===== config.mk =====
export PLATFORM = sky130hd
export DESIGN_NAME = sdram_refresh_cke_mgr
export DESIGN_NICKNAME = d
export VERILOG_FILES = /design/src/rtl/rcm_pkg.sv /design/src/rtl/rcm_period_timer.sv /design/src/rtl/rcm_init_counter.sv /design/src/rtl/rcm_cke_ctrl.sv /design/src/rtl/sdram_refresh_cke_mgr.sv
export SDC_FILE = /design/constraint.sdc
export NUM_CORES = 1
export LEC_CHECK = 0
export BUFFER_PORTS_ARGS = -buffer_cell sky130_fd_sc_hd__buf_2
export CAP_MARGIN = 20
export CELL_PAD_IN_SITES_DETAIL_PLACEMENT = 0
export CELL_PAD_IN_SITES_GLOBAL_PLACEMENT = 1
export CORE_ASPECT_RATIO = 1.25
export CORE_UTILIZATION = 37
export DETAILED_ROUTE_END_ITERATION = 8
export GPL_TIMING_DRIVEN = 1
export PLACE_DENSITY = 0.76
export SLEW_MARGIN = 25
export SYNTH_ARGS = -nofsm -noshare
export SYNTH_HDL_FRONTEND = slang
export SYNTH_SLANG_ARGS = --single-unit
export TNS_END_PERCENT = 50

===== constraint.sdc =====
create_clock -name clk_i -period 1.9 [get_ports clk_i]
set_input_delay 0.38 -clock clk_i [delete_from_list [all_inputs] [get_ports clk_i]]
set_output_delay 0.38 -clock clk_i [all_outputs]
set_load 0.1 [all_outputs]

===== src/rtl/rcm_pkg.sv =====
package rcm_pkg;
  localparam int PERIOD_W = 12;
  localparam int RCNT_W   = 5;
  localparam logic [PERIOD_W-1:0] PERIOD_RST = 12'h30C;
endpackage


===== src/rtl/rcm_period_timer.sv =====
module rcm_period_timer #(
  parameter int PW = 12,
  parameter int PEND_W = 2,
  parameter logic [PW-1:0] RST_PERIOD = '0
) (
  input  logic          clk_i,
  input  logic          rst_ni,
  input  logic          period_we_i,
  input  logic [PW-1:0] period_i,
  input  logic          run_i,
  input  logic          take_i,
  output logic          owed_o
);
  localparam logic [PEND_W-1:0] PEND_MAX = '1;

  logic [PW-1:0]     period_q, cnt_q;
  logic [PEND_W-1:0] pend_q;
  logic              tick;

  assign tick   = run_i && !period_we_i && (cnt_q < PW'(2));
  assign owed_o = (pend_q != '0);

  always_ff @(posedge clk_i or negedge rst_ni) begin
    if (!rst_ni) begin
      period_q <= RST_PERIOD;
      cnt_q    <= RST_PERIOD;
    end else if (period_we_i) begin
      period_q <= period_i;
      cnt_q    <= period_i;
    end else if (!run_i || tick) begin
      cnt_q <= period_q;
    end else begin
      cnt_q <= cnt_q - PW'(1);
    end
  end

  always_ff @(posedge clk_i or negedge rst_ni) begin
    if (!rst_ni) begin
      pend_q <= '0;
    end else if (tick && !take_i) begin
      if (pend_q != PEND_MAX) pend_q <= pend_q + PEND_W'(1);
    end else if (take_i && !tick) begin
      pend_q <= pend_q - PEND_W'(1);
    end
  end

  p_owed_kept_r4: assert property (@(posedge clk_i) disable iff (!rst_ni)
    tick && !take_i && (pend_q != PEND_MAX) |=> pend_q == $past(pend_q) + PEND_W'(1));
  p_take_retires_r4: assert property (@(posedge clk_i) disable iff (!rst_ni)
    take_i && !tick |=> pend_q == $past(pend_q) - PEND_W'(1));
  p_idle_no_tick_r3: assert property (@(posedge clk_i) disable iff (!rst_ni)
    !run_i && !take_i |=> pend_q == $past(pend_q));
endmodule


===== src/rtl/rcm_init_counter.sv =====
module rcm_init_counter #(
  parameter int CW = 5
) (
  input  logic          clk_i,
  input  logic          rst_ni,
  input  logic          load_i,
  input  logic [CW-1:0] val_i,
  input  logic          done_i,
  output logic [CW-1:0] cnt_o
);
  logic [CW-1:0] cnt_q;

  always_ff @(posedge clk_i or negedge rst_ni) begin
    if (!rst_ni)                     cnt_q <= '0;
    else if (load_i)                 cnt_q <= val_i;
    else if (done_i && cnt_q != '0)  cnt_q <= cnt_q - CW'(1);
  end

  assign cnt_o = cnt_q;

  p_zero_holds_r5: assert property (@(posedge clk_i) disable iff (!rst_ni)
    (cnt_q == '0) && !load_i |=> cnt_q == '0);
  p_dec_per_refresh_r5: assert property (@(posedge clk_i) disable iff (!rst_ni)
    done_i && !load_i && (cnt_q != '0) |=> cnt_q == $past(cnt_q) - CW'(1));
endmodule


===== src/rtl/rcm_cke_ctrl.sv =====
module rcm_cke_ctrl (
  input  logic clk_i,
  input  logic rst_ni,
  input  logic pd_auto_i,
  input  logic early_i,
  input  logic demand_i,
  input  logic busy_i,
  output logic cke_o,
  output logic fwd_ok_o
);
  logic want, cke_q, awake_q;

  assign want  = !pd_auto_i || demand_i || busy_i;
  assign cke_o = early_i ? want : cke_q;
  // one full cycle of CKE high before anything is forwarded
  assign fwd_ok_o = cke_o && awake_q;

  always_ff @(posedge clk_i or negedge rst_ni) begin
    if (!rst_ni) begin
      cke_q   <= 1'b1;
      awake_q <= 1'b1;
    end else begin
      cke_q   <= want;
      awake_q <= cke_o;
    end
  end

  p_cke_on_r6: assert property (@(posedge clk_i) disable iff (!rst_ni)
    !pd_auto_i |=> cke_q);
  p_sleep_r7: assert property (@(posedge clk_i) disable iff (!rst_ni)
    pd_auto_i && !demand_i && !busy_i |=> early_i || !cke_o);
  p_busy_awake_r7: assert property (@(posedge clk_i) disable iff (!rst_ni)
    busy_i |=> cke_q);
endmodule


===== src/rtl/sdram_refresh_cke_mgr.sv =====
module sdram_refresh_cke_mgr
  import rcm_pkg::*;
#(
  parameter int NUM_CH = 4,
  parameter int PEND_W = 2
) (
  input  logic                clk_i,
  input  logic                rst_ni,
  input  logic                period_we_i,
  input  logic [PERIOD_W-1:0] period_i,
  input  logic                rcnt_we_i,
  input  logic [RCNT_W-1:0]   rcnt_i,
  input  logic                pd_auto_i,
  input  logic                cke_early_i,
  input  logic [NUM_CH-1:0]   chan_en_i,
  output logic                ref_req_o,
  input  logic                ref_ack_i,
  input  logic                op_req_i,
  output logic                op_gnt_o,
  input  logic                op_busy_i,
  output logic                cke_o,
  output logic [RCNT_W-1:0]   rcnt_o
);
  logic owed, fwd_ok, take;

  assign take      = ref_req_o && ref_ack_i;
  assign ref_req_o = owed && fwd_ok;
  assign op_gnt_o  = op_req_i && fwd_ok;

  rcm_period_timer #(
    .PW(PERIOD_W), .PEND_W(PEND_W), .RST_PERIOD(PERIOD_RST)
  ) i_timer (
    .clk_i, .rst_ni,
    .period_we_i, .period_i,
    .run_i (|chan_en_i),
    .take_i(take),
    .owed_o(owed)
  );

  rcm_init_counter #(.CW(RCNT_W)) i_rcnt (
    .clk_i, .rst_ni,
    .load_i(rcnt_we_i),
    .val_i (rcnt_i),
    .done_i(take),
    .cnt_o (rcnt_o)
  );

  rcm_cke_ctrl i_cke (
    .clk_i, .rst_ni,
    .pd_auto_i,
    .early_i (cke_early_i),
    .demand_i(owed || op_req_i),
    .busy_i  (op_busy_i),
    .cke_o,
    .fwd_ok_o(fwd_ok)
  );

  p_fwd_after_wake_r8: assert property (@(posedge clk_i) disable iff (!rst_ni)
    ref_req_o || op_gnt_o |-> cke_o && $past(cke_o));
  p_req_held_r4: assert property (@(posedge clk_i) disable iff (!rst_ni)
    ref_req_o && !ref_ack_i && !op_busy_i |=> owed);
endmodule


==> results of run 1 <==
==> worst max-delay path, stage by stage (launching register included) <==
cell,delay (ps)
dfrtp_1,390
or2_1,240
or4_4,440
or4_4,510
nand3b_1,110
a21boi_2,150
==> routing by layer <==
metal  track usage  wire length (microns)
met5             0                      0
met4       0.04884                     46
met1        0.1645                   1487
met2        0.2366                   1495
met3       0.04360                    138
==> logic make-up (layout without fill, tap and decap cells) <==
logic type | count (synthesis) | after routing | synth area share
compound gates | 38 | 38 | 0.1315
xor+xnor | 13 | 13 | 0.06609
fa+ha+maj | 3 | 3 | 0.02179
buf+inv | 25 | 72 | 0.06318
flops | 33 | 33 | 0.4866
mux | 13 | 13 | 0.07988
simple gates | 49 | 49 | 0.1511
==> synthesized netlist by cell type, drive strengths merged (2+ instances only) <==
master  instances
a21oi           3
and3            2
buf             3
clkbuf          5
dfrtp          23
dfstp          10
ha              3
inv            17
mux2            3
mux2i          10
nand2          21
nand3           3
nor2            6
nor3            3
nor4            4
o21ai          28
or4             4
xnor2           5
xor2            8
==> flip-flops by register name, indices dropped and copies added (netlist names) <==
register / flops
i_cke.awake_q: 1
i_timer.period_q: 12
i_rcnt.cnt_o: 5
i_timer.pend_q: 2
i_timer.cnt_q: 12
i_cke.cke_q: 1
==> per-stage QoR <==
stage / setup slack, ps / TNS (ps) / instance area [sq um] / std cells / utilization
floorplan: -135.2 / -250.6 / 1740 / 174 / -
global placement: 17.04 / 0 / 2009 / 267 / 0.4541
detailed placement: -10.70 / -10.70 / 2009 / 267 / 0.4541
CTS: 1.116 / 0 / 2145 / 277 / 0.4846
global route: -102.2 / -580.1 / 2178 / 279 / 0.4922
finish: -6.933 / -6.933 / 2178 / 279 / 0.4922
==> repair_timing <==
action                                 CTS  global route
endpoints found under the hold margin    0             0
pin swaps                                0             3
resized for setup                        6             6
buffers inserted                         2             2
setup endpoints to repair                3            14
cloned                                   0             0
==> worst max-delay path by stage <==
stage	to	slack [ps]
2_1_floorplan	i_rcnt.cnt_o[3]$_DFFE_PN0P_	-140
3_3_place_gp	i_timer.pend_q[0]$_DFFE_PN0P_	20
3_5_place_dp	i_timer.pend_q[0]$_DFFE_PN0P_	-10
4_1_cts	op_gnt_o	1
5_1_grt	i_timer.pend_q[0]$_DFFE_PN0P_	-100
6_report	i_timer.pend_q[0]$_DFFE_PN0P_	-7
==> cell type report <==
cell class                 count  area [sq um]
tap                           58         72.57
fill                         425          2247
clock inverter                 1         5.005
sequential                    33         849.6
inverter                      17         63.81
multi-input combinational    116         803.3
clock buffer                   7         96.34
timing repair buffer          47         287.8
==> power by group through the flow <==
stage	sequential, mW	combinational, mW	clock, mW
after floorplan	1.07	0.417	0
after global placement	0.921	0.704	0
after detailed placement	0.923	0.710	0
after CTS	0.904	0.751	0.589
after global routing	0.921	0.828	0.625
final	0.904	0.766	0.570
==> results_dict.tcl, run 1 <==
set metrics [dict create \
    combPwrFrac 0.342 \
    internal_power_mw 1.410 \
    worstMarginPinSlew_ps 668.0 \
    leakage_nw 1.057 \
    rsz0062_at_grt "yes" \
    cts_tree "yes" \
    p_switching_mw 0.8289 \
    end_kind "register" \
    setup_ws_ps -6.933 \
    synthesis.nets 207 \
    finalSetupViolCount 1 \
    crit_fanout 4 \
    r2r-start "i_timer.cnt_q[1]$_DFF_PN0_" \
    antenna_found_initial 0 \
    viasPerCell 4.792 \
    clockBufferDepth 2 \
    die_h_microns 78.30 \
    crit_type "reg2reg" \
    status "complete, but fails checks" \
    first_pass_iters 4 \
    final_cell_mix "buf_2 (36), o21ai_0 (26), nand2_1 (21)" \
    ff2ff_setup_slack_ps -7 \
    switching_share 0.3701 \
    core_sq_um 4425 \
    drtAntennaViolNets 0 \
    grt_first_pass_wirelength_microns 5382 \
    vias 1337 \
    synth_top_area_frac 0.3341 \
    ys_warn_count 0 \
    ctsHoldBuffers 0 \
    cts_made_buffers 5 \
    drcViolationCount 0 \
    critPathLaunch "i_timer.cnt_q[1]$_DFF_PN0_" \
    yosysSeqAreaShare 0.4866 \
    violations "negative setup slack" \
    seqPwrFrac 0.404 \
    ys_types 38 \
    cts.sink_count 33 \
    antenna_cells 0 \
    h-tree-depth 2 \
    fin_crit_sh 1.004 \
    mostFrequentLayoutCell "buf_2" \
    yosys_most_used_dff "dfrtp_1" \
    post-dp-hpwl_microns 2232 \
    port_buffers 37 \
    drt_wl_total_microns 3167 \
    areaGrowthSynthToFinish_pct 26.43 \
    num-nets-final 253 \
    rows 27 \
    final_layout_size_suffix_gt1_frac 0.4027 \
    cp-start-kind "register" \
    avgSynthCellArea_sq_um 9.902 \
    p_per_area_nw_per_um2 1028 \
    global_route.overflow_total 0 \
    insertion_delay_ps 280 \
    die_w_microns 63.04 \
    ir_drop_v 0.0005241 \
    clockRootBuffer "clkbuf_8" \
    crit_arrival_ps 2120 \
    async_reset_ff_frac 1.000 \
    synth_edf_count 0 \
    grt_max_degree 38 \
    cp.required_ps 2110 \
    initial_core_util 0.3893 \
    synth.top_cells.by_area "dfrtp_1 (33%), dfstp_2 (15%), o21ai_0 (7.8%)" \
    drt-initial-drc-count 40 \
    ios 38 \
    synthesis.area_sq_um 1723 \
    maxSlewHeadroom 0.5547 \
    worstHoldPathType "in2async" \
    die_area_sq_um 4935 \
    drt-wirelength-per-cell_microns 11.35 \
    period_needed_ps 1907 \
    maxCapViolations 0 \
    r2r-end "i_timer.pend_q[0]$_DFFE_PN0P_" \
    finClkSkew_ps 5.279 \
    synthCells 174 \
    yosysTopAreaCell "dfrtp_1" \
    path_clk_slew_ps 70 \
    hold-worst-slack_ps 128.1 \
    synth-seq-cells 33 \
    gp_congestion 0.7023 \
    pwr-share-clk 0.254 \
    grt_pass1_vias 1250 \
    hold_viol_final 0 \
    total_power_mw 2.239 \
    globalRouteTotalUtil 0.1395 \
    finalMaxSlewViolations 0 \
    fmax_ghz 0.5244 \
    worstRegToRegCells 5 \
]
Power figures use the tool's default switching activity.
==> run 2: changes to the inputs <==
SETUP_SLACK_MARGIN = 0.5   (was not set)
==> results_dict.tcl, run 2 (same netlist as run 1, synthesis figures left out) <==
set metrics [dict create \
    status "complete, no violations" \
    finalSetupViolCount 0 \
    antenna_found_initial 0 \
    finClkSkew_ps 2.764 \
    areaGrowthSynthToFinish_pct 35.15 \
    path_clk_slew_ps 70 \
    drtAntennaViolNets 0 \
    cp-start-kind "register" \
    antenna_cells 0 \
    drt-wirelength-per-cell_microns 12.03 \
    rows 27 \
    tns_ps 0 \
    worstPathCellList "nor2_1, nand3_1, mux2_4, and3_4, buf_12" \
    fin_util 0.5262 \
    fin_crit_sh 0.9727 \
    port_buffers 37 \
    core_sq_um 4425 \
    cts_tree "yes" \
    crit_arrival_ps 1470 \
    worstHoldPathType "in2async" \
    post-dp-hpwl_microns 2201 \
    leakage_nw 1.123 \
    final_layout_size_suffix_gt1_frac 0.4545 \
    maxSlewHeadroom 0.4109 \
    die_h_microns 78.30 \
    first_pass_iters 4 \
    fmax_ghz 0.5411 \
    rsz0062_at_grt "yes" \
    gp_congestion 0.7230 \
    hold_viol_final 0 \
    p_per_area_nw_per_um2 1006 \
    ctsHoldBuffers 0 \
    fillerInstances 401 \
    initial_core_util 0.3893 \
    viasPerCell 4.824 \
    finalMaxSlewViolations 0 \
    grt_pass1_vias 1356 \
    critPathMaxStageDelay_ps 370 \
    crit_family "flip-flops" \
    grt_max_degree 38 \
    drt_wl_total_microns 3478 \
    h-tree-depth 2 \
    clockBufferDepth 2 \
    period_needed_ps 1848 \
    cp.required_ps 1520 \
    die_area_sq_um 4935 \
    crit_type "reg2out" \
    maxCapViolations 0 \
    worstMarginPinSlew_ps 875.6 \
    clockRootBuffer "clkbuf_8" \
    crit_slowest_cell "dfrtp_1" \
    final_cell_mix "buf_2 (34), nand2_1 (18), dfrtp_1 (18), buf_4 (18), inv_1 (15)" \
    end_kind "output pin" \
    hold-worst-slack_ps 19.71 \
    mostFrequentLayoutCell "buf_2" \
    ir_drop_v 0.0004817 \
    drt-initial-drc-count 32 \
    insertion_delay_ps 270 \
    global_route.overflow_total 0 \
    crit_buf_inv 1 \
    drcViolationCount 0 \
    cts.sink_count 33 \
    globalRouteTotalUtil 0.1554 \
    ios 38 \
    crit_fanout 3 \
    vias 1394 \
    num-nets-final 263 \
    die_w_microns 63.04 \
    grt_first_pass_wirelength_microns 5975 \
    cts_made_buffers 5 \
]
## run 2: changes by cell type in the layout (fill, tap and decap cells not counted), moves of 2 or more
cell,previous run,this run
o21ai_1,0,13
o21ai_0,26,14
buf_4,9,18
nand2_1,21,18
nand2_2,0,3
buf_2,36,34
buf_6,0,2
clkbuf_8,7,5
o21ba_4,0,2
## run 2: metal layers
metal,wire length (microns),GRT usage,up-vias
met3,123,0.02907,4
met5,0,0,-
met2,1738,0.2677,28
met1,1576,0.1838,655
li1,-,-,707
met4,39,0.07442,0
## run 2: cell type report
class                   instances  area [sq um]  area share
inverters                      17         63.81     0.02740
clock buffers                   6         72.57     0.03117
multi-input cells             117         892.1      0.3831
well taps                      58         72.57     0.03117
flip-flops and latches         33         849.6      0.3649
clock inverters                 2         10.01    0.004299
repair buffers                 56         367.9      0.1580
## run 2: through the flow
stage                     instances  worst slack [ps]  power [mW]  instance area [sq um]
final                           289             51.87       2.342                   2328
after global routing            289             12.47       2.470                   2328
after CTS                       286             46.07       2.336                   2271
after detailed placement        265             40.05       1.653                   2003
after global placement          265             35.60       1.646                   2003
after floorplan                 174            -134.8       1.509                   1765
## run 2: timing repair
item,in CTS,in global routing
gates cloned,1,0
buffers inserted,12,3
resized for setup,28,9
pin swaps,8,3
endpoints found under the setup margin,27,27
## run 2: final timing paths
check                                                 from                         endpoint  slack, ps  cells past startpoint
min in group clk_i                               pd_auto_i            i_cke.cke_q$_DFF_PN1_        280                      2
max reg2reg                     i_timer.cnt_q[2]$_DFF_PN1_    i_timer.pend_q[0]$_DFFE_PN0P_         50                      5
min                                                 rst_ni      i_rcnt.cnt_o[3]$_DFFE_PN0P_         20                      1
min reg2reg                i_timer.period_q[8]$_DFFE_PN1P_  i_timer.period_q[8]$_DFFE_PN1P_        470                      2
max                          i_timer.pend_q[1]$_DFFE_PN0P_                         op_gnt_o         50                      5
max in group asynchronous                           rst_ni       i_timer.cnt_q[8]$_DFF_PN1_       1250                      2
## run 2: report_power, final
| part | switching [mW] | total [mW] | leakage [nW] | internal [mW] |
|---|---|---|---|---|
| combinational | 0.569 | 0.949 | 0.700 | 0.379 |
| clock | 0.244 | 0.497 | 0.0450 | 0.254 |
| sequential | 0.0752 | 0.896 | 0.379 | 0.821 |
==> run 3: changes to the inputs <==
ABC_AREA = 1   (was not set)
CORE_UTILIZATION = 35   (was 37)
==> results_dict.tcl, run 3 <==
set metrics [dict create \
    dp_cells 364 \
    path_clk_slew_ps 60 \
    status "complete, no violations" \
    globalRouteTotalUtil 0.1726 \
    initial_core_util 0.3683 \
    antenna_found_initial 0 \
    placed_area_sq_um 2212 \
    worstMarginPinSlew_ps 299.0 \
    cts_tree "yes" \
    finClkSkew_ps 6.906 \
    synth_commonest_cells "nand2_1 (95), inv_1 (37), nand3_1 (29)" \
    tns_ps 0 \
    port_buffers 37 \
    cp.required_ps 1520 \
    gp_congestion 0.7705 \
    die_w_microns 67.63 \
    maxCapViolations 0 \
    period_needed_ps 1760 \
    drt-wirelength-per-cell_microns 11.49 \
    grt_pass1_vias 1727 \
    hold_viol_final 0 \
    areaGrowthSynthToFinish_pct 36.59 \
    cts.sink_count 33 \
    fmax_ghz 0.5680 \
    finalSetupViolCount 0 \
    crit_type "reg2out" \
    synth.top_cells.by_area "dfrtp_1 (31%), nand2_1 (19%), dfstp_2 (14%)" \
    synth.most_common_cell "nand2_1" \
    fin_crit_sh 0.9265 \
    fin_cells 387 \
    end_kind "output pin" \
    ys_types 23 \
    drtAntennaViolNets 0 \
    final-seq-area_sq_um 849.6 \
    post-dp-hpwl_microns 3201 \
    vias 1808 \
    final_cell_mix "nand2_1 (87), inv_1 (31), buf_2 (29)" \
    first_pass_iters 4 \
    yosysSeqAreaShare 0.4449 \
    fin_area_sq_um 2574 \
    core_sq_um 5116 \
    worstHoldPathType "in2reg" \
    synthesis.nets 299 \
    async_reset_ff_frac 1.000 \
    yosysTopAreaCell "dfrtp_1" \
    synth_edf_count 0 \
    drt_wl_total_microns 4447 \
    drt-initial-drc-count 42 \
    die_h_microns 84.04 \
    rsz0062_at_grt "yes" \
    multi_input_area_sq_um 1015 \
    ir_drop_v 0.0008877 \
    hold-worst-slack_ps 303.9 \
    global_route.overflow_total 0 \
    viasPerCell 4.672 \
    leakage_nw 1.369 \
    avgSynthCellArea_sq_um 7.084 \
    clockBufferDepth 2 \
    fin_util 0.5031 \
    h-tree-depth 2 \
    insertion_delay_ps 290 \
    rows 29 \
    ys_warn_count 0 \
    crit_arrival_ps 1380 \
    antenna_cells 0 \
    synth_top_area_frac 0.3054 \
    cp-start-kind "register" \
    die_area_sq_um 5683 \
    crit_fanout 2 \
    synthCells 266 \
    p_per_area_nw_per_um2 1102 \
    synthesis.area_sq_um 1884 \
    grt_first_pass_wirelength_microns 7410 \
    grt_max_degree 22 \
    maxSlewHeadroom 0.8007 \
    mostFrequentLayoutCell "nand2_1" \
    drcViolationCount 0 \
    yosys_most_used_dff "dfrtp_1" \
    finalMaxSlewViolations 0 \
    ios 38 \
    clockRootBuffer "clkbuf_8" \
    final_layout_size_suffix_gt1_frac 0.3723 \
    cts_made_buffers 5 \
    num-nets-final 357 \
    fillerInstances 520 \
    synth-seq-cells 33 \
]
-- run 3: cell types whose count changed after synthesis, moves of 5 or more --
cell,before,now
inv_1,17,37
nand3_1,3,29
nor2_1,6,20
nand2_1,21,95
mux2i_1,10,0
xor2_1,8,3
o21ai_0,27,14
-- run 3: cells by family (layout without fill, tap and decap cells) --
kind of cell | Yosys count | in the layout | synth area share
AO/OA/AOI/OAI | 23 | 23 | 0.06441
adder cells (fa/ha/maj) | 3 | 3 | 0.01992
buffers and inverters | 45 | 104 | 0.09428
flip-flops | 33 | 33 | 0.4449
AND/OR/NAND/NOR | 156 | 156 | 0.3486
XOR/XNOR | 6 | 6 | 0.02789
-- run 3: worst paths after layout --
check / from / to / slack, ps / cells after the start
min reg2reg: i_timer.period_q[11]$_DFFE_PN0P_ / i_timer.period_q[11]$_DFFE_PN0P_ / 470 / 2
min in group asynchronous: rst_ni / i_timer.cnt_q[1]$_DFF_PN0_ / 510 / 2
max: i_cke.cke_q$_DFF_PN1_ / op_gnt_o / 140 / 5
min: op_busy_i / i_cke.cke_q$_DFF_PN1_ / 300 / 3
max in group asynchronous: rst_ni / i_cke.awake_q$_DFF_PN1_ / 750 / 3
max reg2reg: i_cke.cke_q$_DFF_PN1_ / i_rcnt.cnt_o[1]$_DFFE_PN0P_ / 480 / 7
-- run 3: area by class of cell --
| class | instances | area share |
|---|---|---|
| flip-flops and latches | 33 | 0.3301 |
| well taps | 62 | 0.03014 |
| clock buffers | 6 | 0.02820 |
| multi-input cells | 188 | 0.3943 |
| inverters | 40 | 0.05834 |
| clock inverters | 2 | 0.003889 |
| repair buffers | 56 | 0.1551 |
-- run 3: repair_timing --
item                       in CTS  in global routing
hold endpoints to repair        9                  0
hold buffers                    1                  0
setup endpoints to repair      10                 25
gates resized for setup         4                 46
setup buffers                   4                  9
gates cloned                    0                  1
pin swaps                       4                 12
-- run 3: where the power goes --
part | internal (mW) | switching (mW) | leakage (nW)
Clock | 0.254 | 0.263 | 0.0450
Sequential | 0.859 | 0.105 | 0.378
Combinational | 0.474 | 0.881 | 0.946
Total | 1.59 | 1.25 | 1.37
-- run 3: per-layer routing --
layer  track usage  routed length [microns]  part of all wire  vias to the layer above
li1              -                        -                 -                      937
met1        0.2028                     1898              0.43                      836
met2        0.3015                     2356              0.53                       30
met3       0.04098                      136             0.031                        5
met4       0.04642                       56             0.013                        0
met5             0                        0                 0                        -
-- run 3: critical path, stage by stage, from the launching register on --
cell     delay, ps
dfstp_2        540
inv_2           40
o21ai_4        150
nand2_2         80
nor2_4         110
buf_12         180
-- run 3: through the flow --
stage          power (mW)  worst slack [ps]
3_3_place_gp        2.058             239.6
3_5_place_dp        2.063             197.9
5_1_grt             3.019             75.88
2_1_floorplan       1.831            -258.2
6_report            2.837             139.6
4_1_cts             2.655             134.2
